--- src/rtl/qdh_pkg.sv ---
package qdh_pkg;

  typedef enum logic [2:0] {
    ST_IDLE, ST_LEAD, ST_LOW, ST_HIGH,
    ST_LDGAP, ST_LDPULSE, ST_RSETUP, ST_RPULSE
  } phase_t;

  // strobes from control to datapath
  typedef struct packed {
    logic loadFrame;
    logic shiftBit;
    logic latchSel;
  } dpStrobe_t;

  // nanoseconds to whole cycles, rounded up, never below one
  function automatic int cyclesFor(input int ns, input int periodNs);
    int c;
    c = (ns + periodNs - 1) / periodNs;
    return (c < 1) ? 1 : c;
  endfunction

  function automatic int maxOf(input int a, input int b);
    return (a > b) ? a : b;
  endfunction

endpackage

--- src/rtl/qdh_datapath.sv ---
module qdh_datapath
  import qdh_pkg::*;
#(
  parameter int CHAN_W  = 2,
  parameter int CODE_W  = 12,
  parameter int FRAME_W = 16
) (
  input  logic              clk,
  input  logic              rstN,
  input  dpStrobe_t         strobe,
  input  logic [CHAN_W-1:0] cmdChan,
  input  logic [CODE_W-1:0] cmdCode,
  input  logic              cmdMid,
  output logic              sdi,
  output logic              lastBit,
  output logic              rstSel
);

  localparam int CNT_W = $clog2(FRAME_W);

  logic [FRAME_W-1:0] shiftReg;
  logic [FRAME_W-1:0] frameWord;
  logic [CNT_W-1:0]   bitCnt;

  // channel in the top bits, zero padding, code in the low bits
  assign frameWord = (FRAME_W'(cmdChan) << (FRAME_W - CHAN_W)) | FRAME_W'(cmdCode);

  always_ff @(posedge clk or negedge rstN) begin
    if (!rstN) begin
      shiftReg <= '0;
      bitCnt   <= '0;
      rstSel   <= 1'b0;
    end else begin
      if (strobe.loadFrame) begin
        shiftReg <= frameWord;
        bitCnt   <= '0;
      end else if (strobe.shiftBit) begin
        shiftReg <= {shiftReg[FRAME_W-2:0], 1'b0};
        bitCnt   <= bitCnt + 1'b1;
      end
      if (strobe.latchSel) rstSel <= cmdMid;
    end
  end

  assign sdi     = shiftReg[FRAME_W-1];
  assign lastBit = (bitCnt == CNT_W'(FRAME_W - 1));

  // control never asks for a shift beyond the last bit of the frame
  assert_no_overshift_R2: assert property (@(posedge clk) disable iff (!rstN)
    strobe.shiftBit |-> !lastBit);

endmodule

--- src/rtl/qdh_ctrl.sv ---
module qdh_ctrl
  import qdh_pkg::*;
#(
  parameter int N_LEAD  = 7,
  parameter int N_LOW   = 7,
  parameter int N_HIGH  = 4,
  parameter int N_LDGAP = 2,
  parameter int N_LDW   = 6,
  parameter int N_RSSH  = 4,
  parameter int N_RSTW  = 9
) (
  input  logic      clk,
  input  logic      rstN,
  input  logic      cmdValid,
  input  logic      cmdReset,
  input  logic      lastBit,
  output logic      cmdReady,
  output dpStrobe_t strobe,
  output logic      csN,
  output logic      sclk,
  output logic      ldacN,
  output logic      dacRstN
);

  localparam int LONGEST = maxOf(maxOf(maxOf(N_LEAD, N_LOW), maxOf(N_HIGH, N_LDGAP)),
                                 maxOf(maxOf(N_LDW, N_RSSH), N_RSTW));
  localparam int TW = (LONGEST < 2) ? 1 : $clog2(LONGEST + 1);

  phase_t        state, stateNext;
  logic [TW-1:0] timer, timerNext;
  logic          done;

  assign done     = (timer == '0);
  assign cmdReady = (state == ST_IDLE);

  always_comb begin
    stateNext = state;
    strobe    = '0;
    timerNext = done ? timer : timer - 1'b1;
    case (state)
      ST_IDLE: if (cmdValid) begin
        if (cmdReset) begin
          stateNext       = ST_RSETUP;
          strobe.latchSel = 1'b1;
          timerNext       = TW'(N_RSSH - 1);
        end else begin
          stateNext        = ST_LEAD;
          strobe.loadFrame = 1'b1;
          timerNext        = TW'(N_LEAD - 1);
        end
      end
      ST_LEAD: if (done) begin
        stateNext = ST_LOW;
        timerNext = TW'(N_LOW - 1);
      end
      ST_LOW: if (done) begin
        stateNext = ST_HIGH;
        timerNext = TW'(N_HIGH - 1);
      end
      ST_HIGH: if (done) begin
        if (lastBit) begin
          stateNext = ST_LDGAP;
          timerNext = TW'(N_LDGAP - 1);
        end else begin
          stateNext       = ST_LOW;
          strobe.shiftBit = 1'b1;
          timerNext       = TW'(N_LOW - 1);
        end
      end
      ST_LDGAP: if (done) begin
        stateNext = ST_LDPULSE;
        timerNext = TW'(N_LDW - 1);
      end
      ST_LDPULSE: if (done) stateNext = ST_IDLE;
      ST_RSETUP: if (done) begin
        stateNext = ST_RPULSE;
        timerNext = TW'(N_RSTW - 1);
      end
      ST_RPULSE: if (done) stateNext = ST_IDLE;
      default: stateNext = ST_IDLE;
    endcase
  end

  // pins registered from the next phase, so they stay in step with state
  always_ff @(posedge clk or negedge rstN) begin
    if (!rstN) begin
      state   <= ST_IDLE;
      timer   <= '0;
      csN     <= 1'b1;
      sclk    <= 1'b1;
      ldacN   <= 1'b1;
      dacRstN <= 1'b1;
    end else begin
      state   <= stateNext;
      timer   <= timerNext;
      csN     <= !(stateNext == ST_LEAD || stateNext == ST_LOW || stateNext == ST_HIGH);
      sclk    <= (stateNext != ST_LOW);
      ldacN   <= (stateNext != ST_LDPULSE);
      dacRstN <= (stateNext != ST_RPULSE);
    end
  end

  assert_cs_rise_clk_high_R5: assert property (@(posedge clk) disable iff (!rstN)
    $rose(csN) |-> (sclk && $past(sclk)));

  assert_load_quiet_in_frame_R6: assert property (@(posedge clk) disable iff (!rstN)
    !csN |-> ldacN);

  assert_idle_levels_R1: assert property (@(posedge clk) disable iff (!rstN)
    cmdReady |-> (csN && sclk && ldacN && dacRstN));

  assert_reset_isolated_R7: assert property (@(posedge clk) disable iff (!rstN)
    !dacRstN |-> (csN && sclk && ldacN));

  assert_accept_goes_busy_R8: assert property (@(posedge clk) disable iff (!rstN)
    (cmdValid && cmdReady) |=> !cmdReady);

  assert_clock_inside_frame_R2: assert property (@(posedge clk) disable iff (!rstN)
    $fell(sclk) |-> !csN);

endmodule

--- src/rtl/quad_dac_host.sv ---
module quad_dac_host
  import qdh_pkg::*;
#(
  parameter int CLK_PERIOD_NS = 8,
  parameter int CHAN_W        = 2,
  parameter int CODE_W        = 12,
  parameter int FRAME_W       = 16,
  parameter int T_DS_NS       = 25,
  parameter int T_DH_NS       = 20,
  parameter int T_CH_NS       = 30,
  parameter int T_CL_NS       = 50,
  parameter int T_CSS_NS      = 55,
  parameter int T_CSH_NS      = 15,
  parameter int T_LD1_NS      = 40,
  parameter int T_LD2_NS      = 15,
  parameter int T_LDW_NS      = 45,
  parameter int T_RSSH_NS     = 25,
  parameter int T_RSTW_NS     = 70
) (
  input  logic              clk,
  input  logic              rstN,
  input  logic              cmdValid,
  output logic              cmdReady,
  input  logic              cmdReset,
  input  logic [CHAN_W-1:0] cmdChan,
  input  logic [CODE_W-1:0] cmdCode,
  input  logic              cmdMid,
  output logic              dacCsN,
  output logic              dacSclk,
  output logic              dacSdi,
  output logic              dacLdacN,
  output logic              dacRstN,
  output logic              dacRstSel
);

  localparam int N_LEAD  = maxOf(cyclesFor(T_CSS_NS, CLK_PERIOD_NS),
                                 cyclesFor(T_LD1_NS, CLK_PERIOD_NS));
  localparam int N_LOW   = cyclesFor(maxOf(T_CL_NS, T_DS_NS), CLK_PERIOD_NS);
  localparam int N_HIGH  = cyclesFor(maxOf(T_CH_NS, maxOf(T_DH_NS, T_CSH_NS)), CLK_PERIOD_NS);
  localparam int N_LDGAP = cyclesFor(T_LD2_NS, CLK_PERIOD_NS);
  localparam int N_LDW   = cyclesFor(T_LDW_NS, CLK_PERIOD_NS);
  localparam int N_RSSH  = cyclesFor(T_RSSH_NS, CLK_PERIOD_NS);
  localparam int N_RSTW  = cyclesFor(T_RSTW_NS, CLK_PERIOD_NS);

  dpStrobe_t strobe;
  logic      lastBit;

  qdh_ctrl #(
    .N_LEAD(N_LEAD), .N_LOW(N_LOW), .N_HIGH(N_HIGH), .N_LDGAP(N_LDGAP),
    .N_LDW(N_LDW), .N_RSSH(N_RSSH), .N_RSTW(N_RSTW)
  ) ctrl_i (
    .clk(clk), .rstN(rstN), .cmdValid(cmdValid), .cmdReset(cmdReset),
    .lastBit(lastBit), .cmdReady(cmdReady), .strobe(strobe),
    .csN(dacCsN), .sclk(dacSclk), .ldacN(dacLdacN), .dacRstN(dacRstN)
  );

  qdh_datapath #(
    .CHAN_W(CHAN_W), .CODE_W(CODE_W), .FRAME_W(FRAME_W)
  ) dp_i (
    .clk(clk), .rstN(rstN), .strobe(strobe), .cmdChan(cmdChan),
    .cmdCode(cmdCode), .cmdMid(cmdMid), .sdi(dacSdi), .lastBit(lastBit),
    .rstSel(dacRstSel)
  );

endmodule

--- config.mk ---
export PLATFORM = sky130hd
export DESIGN_NAME = quad_dac_host
export DESIGN_NICKNAME = d
export VERILOG_FILES = /design/src/rtl/qdh_pkg.sv /design/src/rtl/qdh_datapath.sv /design/src/rtl/qdh_ctrl.sv /design/src/rtl/quad_dac_host.sv
export SDC_FILE = /design/constraint.sdc
export NUM_CORES = 1
export LEC_CHECK = 0
export ABC_AREA = 1
export CAP_MARGIN = 20
export CORE_MARGIN = 2
export CORE_UTILIZATION = 53
export CTS_CLUSTER_DIAMETER = 30
export DETAILED_ROUTE_END_ITERATION = 8
export GPL_TIMING_DRIVEN = 0
export PLACE_DENSITY = 0.75
export SYNTH_ARGS = -nofsm -noshare
export SYNTH_HDL_FRONTEND = slang
export SYNTH_SLANG_ARGS = --single-unit
--- constraint.sdc ---
create_clock -name clk -period 2 [get_ports clk]
set_clock_uncertainty 0.05 [all_clocks]
set_input_delay 0.4 -clock clk [delete_from_list [all_inputs] [get_ports clk]]
set_output_delay 0.4 -clock clk [all_outputs]
set_load 0.02 [all_outputs]
==> flow_summary.yaml <==
clocking:
  cts_buffers: 5
  htreeDepth: 2
  root_buffer: "clkbuf_4"
  worstSkewPairLatency_ns: 0.33
  cts.clk_slew.worst_paths_ns: 0.10
  cts_sinks: 32
  clockBufferDepth: 2
  post_cts_buffers: 0
  cts_tree: "done"
worst_setup_path:
  crit_arrival_ns: 1.47
  path_delay_family: "buffers and inverters"
  critPathCaptureType: "output port"
  cp_slowest_cell: "dfrtp_1"
  critPathMaxStageDelay_ns: 0.46
  crit_type: "reg2out"
  worstPathRequired_ns: 1.55
  crit_path_start_kind: "register"
  critPathBufInv: 3
  cp_max_fo: 6
  path_cells: "inv_2 -> nand3_4 -> inv_1 -> clkdlybuf4s15_1"
yosys:
  synth_area_leaders: "dfrtp_1 (40%), nand2_1 (14%), dfstp_2 (5.9%)"
  synth_seq_area_share_pct: 45.5
  ys.flop_type: "dfrtp_1"
  synth.distinct_cells: 28
  syn_area_um2: 1770
  synth_top_area_share_pct: 39.6
  synth_seq_cells: 32
  syn_inst: 215
  yosysTopAreaCell: "dfrtp_1"
  async_reset_ff_share_pct: 100
  ys_warn_count: 0
  synth_edf_count: 0
  synthesis.nets: 238
  syn_avg_cell_area_um2: 8.23
floorplanning:
  core_um2: 3100
  fp-row-count: 20
  pin_count: 26
  die_h_um: 61.8
  start_util_pct: 57.0
  die_w_um: 61.8
  die_area_um2: 3820
placed_design:
  gp_congestion: 0.819
  dp_cells: 284
  place_ws_ns: -0.0823
  place_area_um2: 2070
  place.detailed.hpwl_mm: 2.58
  portBuffers: 25
detailed_routing:
  antenna_left: 0
  drt-total-wl_mm: 3.44
  wl_per_cell_um: 11.8
  drc: 0
  dr.pass1.iters: 4
  initialDrtViolationCount: 77
  viasPerCell: 4.92
  via_count: 1437
sta:
  period_needed_ns: 1.92
  maxSlewHeadroom_pct: 52.2
  worst_slew_pin_slew_ns: 0.717
  finalCritPeriodShare_pct: 95.9
  fin_ws_ns: 0.0815
  final_hold_viol_count: 0
  rsz0062_at_grt: "no"
  setup_viol: 0
  slew_violations: 0
  timing.fmax_mhz: 521
grt:
  grt_pass1_wl_mm: 5.93
  grtUsageTotal_pct: 21.6
  grt_pass1_vias: 1389
  grt-ovfl-total: 0
  grt_max_degree: 33
  antenna_found_initial: 0
cells_and_area:
  final_util_pct: 68.9
  stdcell_area_um2: 2140
  final_layout_size_suffix_gt1_share_pct: 20.2
  diodes: 0
  layout.cells.non_filler: 292
  syn2layout_area_growth_pct: 20.8
  final_nets: 270
run_status:
  status: "finished clean"
hold_path:
  hold_path_class: "in2async"
power:
  power_density_nw_per_um2: 1440
  power_mw: 3.08
  vdd_drop_max_v: 0.000849
  power.leakage_nw: 1.07
run:
  maxCapViolCount: 0
[layout make-up]
type                       count  area, um^2
fill                         289         966
multi-input combinational    151         831
sequential                    32         807
timing repair buffer          25         245
inverter                      29         114
tap                           44        55.1
clock buffer                   6        51.3
buffer                         3        23.8
clock inverter                 2        10.0
[kinds of logic after synthesis]
| kind of cell | after synthesis | synth area share [%] |
|---|---|---|
| compound gates | 21 | 6.58 |
| xor+xnor | 2 | 0.990 |
| fa+ha+maj | 4 | 2.83 |
| buf+inv | 32 | 7.78 |
| flops | 32 | 45.5 |
| simple gates | 124 | 36.3 |
[report_power, final]
group | switching (mW) | internal [mW] | leakage, nW
logic | 0.908 | 0.594 | 0.643
registers | 0.224 | 0.979 | 0.392
clock network | 0.210 | 0.167 | 0.0380
[cells in the mapped netlist, types with 4 or more instances]
cell type	instances
nand2_1	68
dfrtp_1	28
inv_1	23
nand3_1	15
o21ai_0	14
nand2_2	10
nand3_2	9
nor2_1	9
nor3_1	5
dfstp_2	4
ha_1	4
inv_2	4
[registers in the layout, summed over array words and instances, names as in the netlist]
signal and cells:
ctrl_i.ldacN 1, dp_i.bitCnt 4, dp_i.rstSel 1, dp_i.shiftReg 16, ctrl_i.timer 4, ctrl_i.sclk 1, ctrl_i.dacRstN 1, ctrl_i.csN 1
ctrl_i.state 3
[layer usage]
metal / track usage (%) / vias up / routed length (um)
li1: - / 743 / -
met1: 30.0 / 660 / 1730
met2: 32.5 / 26 / 1520
met3: 5.18 / 8 / 124
met4: 9.12 / 0 / 66
met5: 0 / - / 0
[repair_timing]
action	in CTS	in global routing
gates resized for setup	2	3
pin swaps	0	0
setup endpoints to repair	1	11
hold buffers	0	0
[stage by stage]
step	hold slack, ns	setup TNS, ns
finish	0.0642	0
global route	0.0977	0
CTS	0.0691	0
detailed placement	0.421	-0.764
global placement	0.413	-4.95
floorplan	0.0544	0
[worst reg2reg max path: cells and delay by family (launching register included)]
kind | cells | cell delay [ns]
AND/OR/NAND/NOR | 6 | 0.72
flip-flops | 1 | 0.44
buffers and inverters | 3 | 0.31
adder cells (fa/ha/maj) | 1 | 0.19
[placed cells by master, fill, tap and decap left out]
cell,netlist,layout
dfrtp_2,0,1
inv_1,23,22
dfstp_2,4,4
inv_4,2,2
xor2_1,2,2
nor2_1,9,9
a21oi_1,2,2
o21bai_1,2,2
nor2_4,1,2
clkbuf_4,0,5
clkdlybuf4s50_1,0,23
nor3_1,5,5
clkbuf_8,0,1
nor2_8,1,1
nand2_2,10,10
clkdlybuf4s15_1,0,1
o22ai_1,1,1
buf_4,1,1
nand3b_1,1,1
nand3_1,15,15
inv_2,4,5
nand2_4,1,1
buf_2,1,2
ha_1,4,4
nand2_1,68,68
buf_6,1,1
clkinv_2,0,2
o21ai_0,14,14
o211ai_1,2,2
nand3_4,2,2
dfrtp_1,28,27
nand3_2,9,9
or2_4,1,1
[path summary, 6_finish.rpt]
check | slack, ns | startpoint | cells after the start | endpoint
max reg2reg | 0.19 | ctrl_i.timer[0] | 10 | dp_i.shiftReg[6]
min | 0.06 | rstN | 1 | ctrl_i.timer[1]
max in group asynchronous | 1.34 | rstN | 1 | ctrl_i.state[2]
min in group clk | 0.44 | dp_i.rstSel | 2 | dp_i.rstSel
min reg2reg | 0.44 | dp_i.rstSel | 2 | dp_i.rstSel
max | 0.08 | ctrl_i.state[0] | 4 | cmdReady
Note: power is estimated with default switching activity, not from simulation.
